===== config.mk =====
export PLATFORM = sky130hd
export DESIGN_NAME = wake_ctrl
export DESIGN_NICKNAME = d
export VERILOG_FILES = /design/src/rtl/wake_pkg.sv /design/src/rtl/wake_sync.sv /design/src/rtl/wake_debounce.sv /design/src/rtl/wake_ctrl.sv
export SDC_FILE = /design/constraint.sdc
export NUM_CORES = 1
export LEC_CHECK = 0
export ABC_AREA = 0
export BUFFER_PORTS_ARGS = -buffer_cell sky130_fd_sc_hd__buf_2
export CORE_MARGIN = 5
export CORE_UTILIZATION = 55
export CTS_CLUSTER_DIAMETER = 40
export CTS_CLUSTER_SIZE = 24
export DETAILED_ROUTE_END_ITERATION = 7
export PLACE_DENSITY_LB_ADDON = 0.2
export SLEW_MARGIN = 0
export SYNTH_ARGS = -nofsm -noshare
export SYNTH_HDL_FRONTEND = slang
export SYNTH_SLANG_ARGS = --single-unit

===== constraint.sdc =====
create_clock -name clk -period 2.5 [get_ports clk]
set_input_delay 0.25 -clock clk [delete_from_list [all_inputs] [get_ports clk]]
set_output_delay 0.25 -clock clk [all_outputs]
set_load 0.1 [all_outputs]

===== src/rtl/wake_pkg.sv =====
package wake_pkg;
    localparam int N_EXT  = 6;
    localparam int N_FIX  = 4;
    localparam int N_FLAG = N_EXT + N_FIX;
    localparam int N_PIN  = 5;
    localparam int N_LVL  = 3;

    // flag positions (software-visible)
    localparam int F_TMR = 0;
    localparam int F_BTN = 1;
    localparam int F_RX  = 2;
    localparam int F_PA  = 3;
    localparam int F_PB  = 4;
    localparam int F_PC  = 5;

    // synchronizer lane positions
    localparam int P_BTN = 0;
    localparam int P_RX  = 1;
    localparam int P_PA  = 2;
    localparam int P_PB  = 3;
    localparam int P_PC  = 4;

    typedef struct packed {
        logic [N_EXT-1:0]  en;
        logic              arm;
        logic [N_FLAG-1:0] flags;
        logic              prev_rx;
        logic              prev_pa;
        logic              prev_pc;
    } wake_st_t;
endpackage


===== src/rtl/wake_sync.sv =====
module wake_sync #(
    parameter int W = 5
) (
    input  logic         clk,
    input  logic         rst_n,
    input  logic [W-1:0] pin_i,
    output logic [W-1:0] lvl_o
);
    typedef struct packed {
        logic [W-1:0] meta;
        logic [W-1:0] lvl;
    } sync_st_t;

    sync_st_t st_d, st_q;

    always_comb begin
        st_d      = st_q;
        st_d.meta = pin_i;
        st_d.lvl  = st_q.meta;
    end

    always_ff @(posedge clk or negedge rst_n) begin
        if (!rst_n) st_q <= '0;
        else        st_q <= st_d;
    end

    assign lvl_o = st_q.lvl;

    // two-stage delay: the output follows the first stage one cycle later
    a_r5_sync_delay: assert property (@(posedge clk) disable iff (!rst_n)
        1'b1 |=> (lvl_o == $past(st_q.meta)));
endmodule


===== src/rtl/wake_debounce.sv =====
module wake_debounce #(
    parameter int HOLD = 32
) (
    input  logic clk,
    input  logic rst_n,
    input  logic tick,
    input  logic lvl_i,
    output logic held_o
);
    localparam int CNT_W = $clog2(HOLD + 1);
    localparam logic [CNT_W-1:0] CNT_MAX = CNT_W'(HOLD);

    typedef struct packed {
        logic [CNT_W-1:0] cnt;
    } db_st_t;

    db_st_t st_d, st_q;

    always_comb begin
        st_d = st_q;
        if (tick) begin
            if (!lvl_i)
                st_d.cnt = '0;
            else if (st_q.cnt != CNT_MAX)
                st_d.cnt = st_q.cnt + CNT_W'(1);
        end
    end

    always_ff @(posedge clk or negedge rst_n) begin
        if (!rst_n) st_q <= '0;
        else        st_q <= st_d;
    end

    assign held_o = (st_q.cnt == CNT_MAX);

    a_r5_low_restarts: assert property (@(posedge clk) disable iff (!rst_n)
        (tick && !lvl_i) |=> (st_q.cnt == '0) && !held_o);

    a_r5_count_bound: assert property (@(posedge clk) disable iff (!rst_n)
        st_q.cnt <= CNT_MAX);

    a_r5_no_tick_hold: assert property (@(posedge clk) disable iff (!rst_n)
        !tick |=> $stable(st_q.cnt));
endmodule


===== src/rtl/wake_ctrl.sv =====
module wake_ctrl
    import wake_pkg::*;
#(
    parameter int HOLD = 32
) (
    input  logic              clk,
    input  logic              rst_n,
    input  logic              tick,
    input  logic              timer_fire,
    input  logic              btn_pin,
    input  logic              rx_pin,
    input  logic              pin_a,
    input  logic              pin_b,
    input  logic              pin_c,
    input  logic              opt_rxdis,
    input  logic [N_FIX-1:0]  fixed_ev,
    input  logic              cfg_we,
    input  logic [N_EXT-1:0]  cfg_en,
    input  logic              cfg_arm,
    input  logic [N_FLAG-1:0] flag_clr,
    output logic [N_EXT-1:0]  en_q,
    output logic              arm_q,
    output logic [N_FLAG-1:0] flags,
    output logic              wake_req
);
    logic [N_PIN-1:0] pin_raw;
    logic [N_PIN-1:0] pin_lvl;
    logic [N_LVL-1:0] lvl_in;
    logic [N_LVL-1:0] held;
    logic [N_EXT-1:0] hit;
    logic [N_EXT-1:0] gated;
    wake_st_t         st_d, st_q;

    assign pin_raw = {pin_c, pin_b, pin_a, rx_pin, btn_pin};

    wake_sync #(.W(N_PIN)) u_sync (
        .clk   (clk),
        .rst_n (rst_n),
        .pin_i (pin_raw),
        .lvl_o (pin_lvl)
    );

    // level-qualified lanes: 0 = button, 1 = pin B, 2 = pin C
    assign lvl_in = {pin_lvl[P_PC], pin_lvl[P_PB], pin_lvl[P_BTN]};

    for (genvar g = 0; g < N_LVL; g++) begin : g_db
        wake_debounce #(.HOLD(HOLD)) u_db (
            .clk    (clk),
            .rst_n  (rst_n),
            .tick   (tick),
            .lvl_i  (lvl_in[g]),
            .held_o (held[g])
        );
    end

    always_comb begin
        hit        = '0;
        hit[F_TMR] = timer_fire;
        hit[F_BTN] = held[0];
        hit[F_RX]  = pin_lvl[P_RX] ^ st_q.prev_rx;
        hit[F_PA]  = pin_lvl[P_PA] & ~st_q.prev_pa;
        hit[F_PB]  = held[1];
        hit[F_PC]  = opt_rxdis ? held[2] : (pin_lvl[P_PC] ^ st_q.prev_pc);
        gated      = hit & st_q.en & {N_EXT{st_q.arm}};

        st_d         = st_q;
        st_d.prev_rx = pin_lvl[P_RX];
        st_d.prev_pa = pin_lvl[P_PA];
        st_d.prev_pc = pin_lvl[P_PC];
        if (cfg_we) begin
            st_d.en  = cfg_en;
            st_d.arm = cfg_arm;
        end
        // a new event outranks a clear in the same cycle
        st_d.flags = (st_q.flags & ~flag_clr) | {fixed_ev, gated};
    end

    always_ff @(posedge clk or negedge rst_n) begin
        if (!rst_n) st_q <= '0;
        else        st_q <= st_d;
    end

    assign en_q     = st_q.en;
    assign arm_q    = st_q.arm;
    assign flags    = st_q.flags;
    assign wake_req = |(st_q.flags & {{N_FIX{1'b1}}, st_q.en});

    a_r8_unarmed_quiet: assert property (@(posedge clk) disable iff (!rst_n)
        !arm_q |=> ((flags[N_EXT-1:0] & ~$past(flags[N_EXT-1:0])) == '0));

    a_r7_disabled_quiet: assert property (@(posedge clk) disable iff (!rst_n)
        1'b1 |=> ((flags[N_EXT-1:0] & ~$past(flags[N_EXT-1:0]) & ~$past(en_q)) == '0));

    a_r10_sticky: assert property (@(posedge clk) disable iff (!rst_n)
        1'b1 |=> ((flags & $past(flags & ~flag_clr)) == $past(flags & ~flag_clr)));

    a_r9_fixed_sets: assert property (@(posedge clk) disable iff (!rst_n)
        (fixed_ev != '0) |=> ((flags[N_FLAG-1:N_EXT] & $past(fixed_ev)) == $past(fixed_ev)));

    a_r11_fixed_requests: assert property (@(posedge clk) disable iff (!rst_n)
        (flags[N_FLAG-1:N_EXT] != '0) |-> wake_req);
endmodule


## Word level (Yosys, flattened, before mapping)

Index checks and enable logic that the tools add are counted.

| storage, ports and cells | value |
|---|---|
| output and inout bits | 18 |
| register bits after elaboration | 48 |
| bits of input ports | 32 |
| logic and storage cells | 44 |

| cells by class | value |
|---|---|
| equality and inequality tests | 9 |
| reduce and logical (&&, ||, !) cells | 4 |
| muxes and demuxes | 7 |
| bitwise logic cells | 10 |
| add/subtract/negate cells | 3 |

Operator list:

| cell | number |
|---|---|
| 2-to-1 mux 6 bit | 6 |
| AND 10 bit | 2 |
| adder 6 x 1 -> 6 bit (second input constant) | 3 |
| equality test 6 bit (second input constant) | 3 |
| inequality test 6 bit (second input constant) | 3 |
| AND 6 bit | 2 |
| NOT 10 bit | 1 |
| bitwise OR 10 bit | 1 |
| OR reduction 10 bit | 1 |
| inequality test 2 x 1 -> 1 bit (second input constant) | 3 |
| AND reduction 2 bit | 3 |
| bitwise XOR 1 bit | 2 |
| AND 1 bit | 1 |
| 2-to-1 mux 1 bit | 1 |
| NOT 1 bit | 1 |

## Logic depth before layout (Yosys ltp)

Gate-level depths: netlist of run 1.

| depth | value |
|---|---|
| depth in word-level cells | 5 |
| mapped depth | 5 |
| mapped depth without buffers | 5 |

## By module

Synthesis of run 1 repeated with hierarchy kept, for this count alone.

| second synthesis, totals | value |
|---|---|
| cells, all modules | 215 |
| area, all modules | 2,311.0 um^2 |

By module, submodules not included:

| module | seq. area each (um^2) | cells each | times used | area an instance (um^2) |
|---|---|---|---|---|
| wake_debounce | 150.1 | 42 | 3 | 376.6 |
| wake_ctrl | 500.5 | 79 | 1 | 930.9 |
| wake_sync | 250.2 | 10 | 1 | 250.2 |

## Least setup slack after synthesis of run 1

Ideal clock, no wire load.

| path | value |
|---|---|
| kind | register to output |
| from | reg st_q, in the netlist flags[8] |
| to | out wake_req |
| arrival | 1.568 ns |
| setup slack | 0.682 ns |
| stages on the path, launching flop included | 3 |
| buffers on the path | 0 |
| data required time | 2.250 ns |
| path through | dfrtp_1 > nor4_1 > nand4_1 |

| on the way | value |
|---|---|
| longest elaborated chain between the ends | 2 |

Ends and longest elaborated chain:

| what | RTL line | text |
|---|---|---|
| from (decl) | wake_ctrl.sv:32 | `wake_st_t st_d, st_q;` |
| from (signal assigned) | wake_ctrl.sv:80 | `else st_q <= st_d;` |
| AND 10 bit | wake_ctrl.sv:86 | `assign wake_req = \|(st_q.flags & {{N_FIX{1'b1}}, st_q.en});` |
| OR reduction 10 bit | wake_ctrl.sv:86 |  |
| to (decl) | wake_ctrl.sv:24 | `output logic wake_req` |

Every way passes these cells.

## Worst setup path after layout of run 1

Ends and elaborated chain as after synthesis.

==> flow_summary.yaml, run 1 <==
synthesis:
  synth_edf_count: 0
  synthCells: 198
  synth.distinct_cells: 43
  async_flop_share_pct: 100
  synth_ff_type: "dfrtp_1"
  netlist_area_um2: 2240
  postSynthAreaPerCell_um2: 11.3
  ys_ff_latch: 48
  syn-num-nets: 236
  yosys_warnings: 0
  ys_seq_area_share_pct: 53.6
clock_network:
  root_buffer: "clkbuf_8"
  cts_resized: 0
  cts_tree: "built"
  clock_path_buffers: 2
  clk-insertion-delay-late_ns: 0.30
  clkSlewWorstSetupHoldPaths_ns: 0.10
  cts_buffers: 5
  htreeDepth: 2
  cts.sinks: 48
layout:
  drive_above_1_share_pct: 31.1
  fin_cells: 288
  diodes: 0
  nets: 275
  area_delta_synth_final_pct: 12.5
floorplan:
  die_h_um: 73.8
  coreArea_um2: 3970
  row_count: 23
  fp.dieW_um: 73.8
  initial_utilization_pct: 56.4
  pin_count: 50
  die-area_um2: 5450
pwr:
  total_power_uw: 1740
  max-vdd-ir-drop_v: 0.000471
  powerDensity_nw_per_um2: 690
  p_leak_uw: 0.00130
setup_path:
  critical_path_peak_fanout: 3
  r2r-start: "g_db[1].u_db.st_q[0]"
  crit_required_ns: 2.25
  setup.worst_path.start: "flags[8]"
  crit_type: "flip-flop to output port"
  cp-end-kind: "output port"
  worstPathArrival_ns: 1.53
  worst_setup_path_start_kind: "flip-flop"
timing:
  period_share_pct: 71.0
  final-max-slew-violation-count: 0
  worst_hold_slack_ns: 0.0569
  setup_tns_ns: 0
  tightest_slew_ns: 0.558
  relSlewSlack_pct: 62.8
  period_needed_ns: 1.78
  fin_skew_ns: 0.0137
  setup_viol_count_final: 0
  fmax_mhz: 563
  rsz0062_at_grt: "no"
  finalHoldViolations: 0
  worst_slack_ns: 0.724
routing:
  drt_wl_total_mm: 4.26
  drc: 0
  via_per_inst: 5.42
  wire_per_inst_um: 14.8
  vias: 1560
  drt_iter0_drc: 48
  drtPass1Iterations: 4
  ant_nets: 0
placed_design:
  routabilityCongestion: 0.818
  dp_hpwl_mm: 3.22
  port_buffers: 49
  pre_cts_slack_ns: 1.04
  dp.cells: 279
job:
  cap_violations: 0
status:
  status: "finished clean"
global_route:
  grt_pass1_wl_mm: 6.90
  overflow: 0
  grt_pass1_vias: 1575
  gr-usage-all-layers_pct: 16.4
  grt_max_degree: 27
  antenna_found_initial: 0
worst_hold_path:
  min_from: "btn_pin"
  holdCritPathClass: "primary input to flip-flop"
layer usage:
| metal | global-route usage, % | share of wire [%] | vias to the layer above |
|---|---|---|---|
| met5 | 0 | 0 | - |
| met4 | 4.83 | 0.68 | 0 |
| met3 | 4.24 | 5.3 | 4 |
| met2 | 27.1 | 51 | 33 |
| met1 | 21.1 | 43 | 746 |
| li1 | - | - | 777 |
cell usage in the layout (no fill, tap or decap), drive strengths merged, types with 3 or more instances in the layout:
| cell type | count |
|---|---|
| nor4 | 4 |
| nand3 | 11 |
| o21ai | 7 |
| nand2 | 9 |
| inv | 22 |
| a22o | 5 |
| o22ai | 3 |
| a22oi | 3 |
| a21oi | 3 |
| buf | 50 |
| a211o | 8 |
| a21o | 4 |
| nor3 | 4 |
| nor3b | 3 |
| ha | 6 |
| and3 | 5 |
| dfrtp | 48 |
| mux2 | 7 |
| o211a | 3 |
| clkbuf | 6 |
timing repair:
action,in CTS,in global routing
hold endpoints to repair,25,0
setup buffers,0,0
hold buffers,1,0
synthesized netlist by cell type, types with 2 or more instances:
cell | count | area share (%)
dfrtp_1 | 48 | 54
inv_1 | 21 | 3.5
buf_4 | 16 | 5.4
nand3_1 | 11 | 2.5
nand2_1 | 9 | 1.5
a211o_1 | 7 | 2.7
mux2_2 | 7 | 3.5
o21ai_0 | 7 | 1.6
ha_1 | 6 | 3.4
a22o_1 | 5 | 2.0
a21o_1 | 4 | 1.3
and3_1 | 4 | 1.1
nor3_1 | 4 | 0.89
nor4_1 | 4 | 1.1
a21oi_1 | 3 | 0.67
a22oi_1 | 3 | 1.0
o211a_1 | 3 | 1.3
o22ai_1 | 3 | 0.84
a31o_2 | 2 | 0.78
nand4_1 | 2 | 0.56
nand4b_1 | 2 | 0.78
nor2_1 | 2 | 0.34
nor2b_1 | 2 | 0.56
nor3b_1 | 2 | 0.67
o221ai_1 | 2 | 0.78
xor2_1 | 2 | 0.78
through the flow:
stage	utilization, %	instance area (um^2)
2_1_floorplan	-	2240
3_3_place_gp	60.7	2410
3_5_place_dp	60.7	2410
4_1_cts	63.5	2520
5_1_grt	63.5	2520
6_report	63.5	2520
registers in the layout (all words and copies together) (netlist names):
signal	flops
flags	10
u_sync.lvl_o	5
u_sync.st_d	5
arm_q	1
st_q	3
en_q	6
g_db.u_db.st_q	18
worst max-delay path, stage by stage, from the launching register on:
cell and delay (ns):
dfrtp_1 0.40, nor4_1 0.39, nand4_1 0.12, buf_2 0.31
layout make-up:
cell class                 count  area, um^2
sequential                    48        1200
multi-input combinational    109         813
clock buffer                   6        82.6
inverter                      22        82.6
timing repair buffer          51         263
tap                           50        62.6
clock inverter                 2        15.0
fill                         347        1450
power breakdown:
group	internal, uW	switching, uW
sequential	832	62.2
combinational	98.1	264
clock	224	257
total	1150	583
path summary, 6_finish.rpt:
check,end,slack (ns),cells after the start
setup / recovery,wake_req,0.72,3
setup reg to reg,g_db[1].u_db.st_q[0],1.04,5
min in group asynchronous,flags[6],0.47,2
max in group asynchronous,g_db[0].u_db.st_q[0],1.32,3
hold / removal,u_sync.st_d[0],0.06,1
hold reg to reg,u_sync.lvl_o[3],0.35,0
logic make-up (layout without fill, tap and decap cells):
| kind of cell | Yosys count | in the layout | share of synthesized area (%) |
|---|---|---|---|
| buffers and inverters | 41 | 81 | 10.1 |
| XOR/XNOR | 2 | 2 | 0.782 |
| AND/OR/NAND/NOR | 49 | 49 | 13.1 |
| flip-flops | 48 | 48 | 53.6 |
| AO/OA/AOI/OAI | 45 | 45 | 15.5 |
| adder cells (fa/ha/maj) | 6 | 6 | 3.35 |
| multiplexers | 7 | 7 | 3.52 |
Note: power is estimated with default switching activity, not from simulation.
==> inputs of run 2 (changes only) <==
--- a/config.mk
+++ b/config.mk
@@ -8,7 +8,7 @@
 export ABC_AREA = 0
 export BUFFER_PORTS_ARGS = -buffer_cell sky130_fd_sc_hd__buf_2
 export CORE_MARGIN = 5
-export CORE_UTILIZATION = 55
+export CORE_UTILIZATION = 53
 export CTS_CLUSTER_DIAMETER = 40
 export CTS_CLUSTER_SIZE = 24
 export DETAILED_ROUTE_END_ITERATION = 7
==> constraint.sdc (replaced) <==
create_clock -name clk -period 1.85 [get_ports clk]
set_input_delay 0.185 -clock clk [delete_from_list [all_inputs] [get_ports clk]]
set_output_delay 0.185 -clock clk [all_outputs]
set_load 0.1 [all_outputs]
==> flow_summary.yaml, run 2 (same netlist as run 1, synthesis figures left out) <==
setup_path:
  crit_cells: 3
  crit_required_ns: 1.66
  worst_path_largest_cell_delay_ns: 0.41
  slowest_stage: "dfrtp_1"
  worst-r2r-cell-count: 5
  worstPathArrival_ns: 1.41
  cp-end-kind: "output port"
  worst_setup_path_start_kind: "flip-flop"
  crit_type: "flip-flop to output port"
  crit_chain: "nor4_1 > nand4_1 > buf_2"
  critical_path_peak_fanout: 3
  crit_buf_inv: 1
  crit_family: "flip-flops"
timing:
  finalHoldViolations: 0
  setup_viol_count_final: 0
  fin_skew_ns: 0.00648
  rsz0062_at_grt: "no"
  fmax_mhz: 625
  setup_tns_ns: 0
  period_needed_ns: 1.60
  period_share_pct: 86.5
  tightest_slew_ns: 0.492
  final-max-slew-violation-count: 0
  relSlewSlack_pct: 67.4
layout:
  area_delta_synth_final_pct: 15.5
  drive_above_1_share_pct: 30.3
  diodes: 0
  fin_area_um2: 2590
  final_common_cell: "buf_2"
  nets: 281
  largest_register_ffs: 18
  fin_cells: 294
  fillCellCount: 311
  top_register: "g_db.u_db.st_q"
  final_cell_mix: "buf_2 (49), dfrtp_1 (48), inv_1 (21)"
clock_network:
  cts_setup_buffers: 0
  cts_tree: "built"
  root_buffer: "clkbuf_8"
  cts_buffers: 5
  cts.sinks: 48
  htreeDepth: 2
  clk-insertion-delay-late_ns: 0.30
  clock_path_buffers: 2
  clkSlewWorstSetupHoldPaths_ns: 0.08
global_route:
  grt_pass1_wl_mm: 7.20
  grt_pass1_vias: 1549
  grt_max_degree: 21
  gr-usage-all-layers_pct: 16.9
  overflow: 0
  antenna_found_initial: 0
floorplan:
  pin_count: 50
  coreArea_um2: 4060
  initial_utilization_pct: 55.2
  fp.dieW_um: 75.0
  die-area_um2: 5630
  die_h_um: 75.0
  row_count: 23
routing:
  ant_nets: 0
  drtPass1Iterations: 4
  drt_wl_total_mm: 4.31
  wire_per_inst_um: 14.7
  drt_iter0_drc: 171
  drc: 0
  vias: 1552
  via_per_inst: 5.28
worst_hold_path:
  holdPathStages: 2
  holdCritPathClass: "primary input to flip-flop"
status:
  status: "finished clean"
pwr:
  max-vdd-ir-drop_v: 0.000789
  p_leak_uw: 0.00134
  powerDensity_nw_per_um2: 945
placed_design:
  dp_hpwl_mm: 3.19
  port_buffers: 49
  routabilityCongestion: 0.796
  dp.cells: 280
  dpl_cell_area_um2: 2420
job:
  cap_violations: 0
## run 2: power breakdown
part,total [uW],internal [uW],switching (uW)
clock,738,401,337
sequential,1210,1120,84.1
combinational,499,140,359
## run 2: final cells by class
type,instances,area [um^2],area share (%)
sequential,48,1200,46.4
clock buffer,6,72.6,2.80
tap,50,62.6,2.42
inverter,22,82.6,3.19
timing repair buffer,57,320,12.4
multi-input combinational,109,813,31.4
clock inverter,2,35.0,1.35
## run 2: path summary, 6_finish.rpt
path	from	to	slack (ns)
max	flags[8]	wake_req	0.25
max reg2reg	g_db[1].u_db.st_q[0]	g_db[1].u_db.st_q[1]	0.40
min	flag_clr[2]	flags[2]	0.06
max in group asynchronous	rst_n	en_q[1]	0.92
min in group asynchronous	rst_n	g_db[2].u_db.st_q[5]	0.35
min reg2reg	u_sync.st_d[3]	u_sync.lvl_o[3]	0.35
## run 2: what timing repair did
| item | in CTS | in global routing |
|---|---|---|
| hold buffers | 6 | 0 |
| hold endpoints to repair | 23 | 0 |
| resized for setup | 0 | 0 |
## run 2: stage by stage
| step | setup WS, ns | power [uW] | util [%] | hold WS [ns] |
|---|---|---|---|---|
| 2_1_floorplan | 0.0968 | 1630 | - | -0.111 |
| 3_5_place_dp | 0.396 | 1720 | 59.6 | 0.157 |
| 6_report | 0.250 | 2450 | 63.8 | 0.0557 |
| 4_1_cts | 0.251 | 2460 | 63.8 | 0.0508 |
| 5_1_grt | 0.210 | 2560 | 63.8 | 0.0519 |
| 3_3_place_gp | 0.433 | 1710 | 59.6 | 0.160 |
## run 2: metal layers
| metal | track usage [%] | routed length, um | up-vias |
|---|---|---|---|
| met5 | 0 | 0 | - |
| met4 | 4.94 | 46 | 0 |
| met3 | 3.87 | 240 | 5 |
| met2 | 26.4 | 2060 | 39 |
| met1 | 23.6 | 1960 | 731 |
| li1 | - | - | 777 |
## run 2: worst reg2reg max path, cell delays in order, from the launching register on
cell and delay (ns):
dfrtp_1 0.43, inv_1 0.07, ha_1 0.19, nand3b_4 0.09
or3_4 0.36, a22o_1 0.21
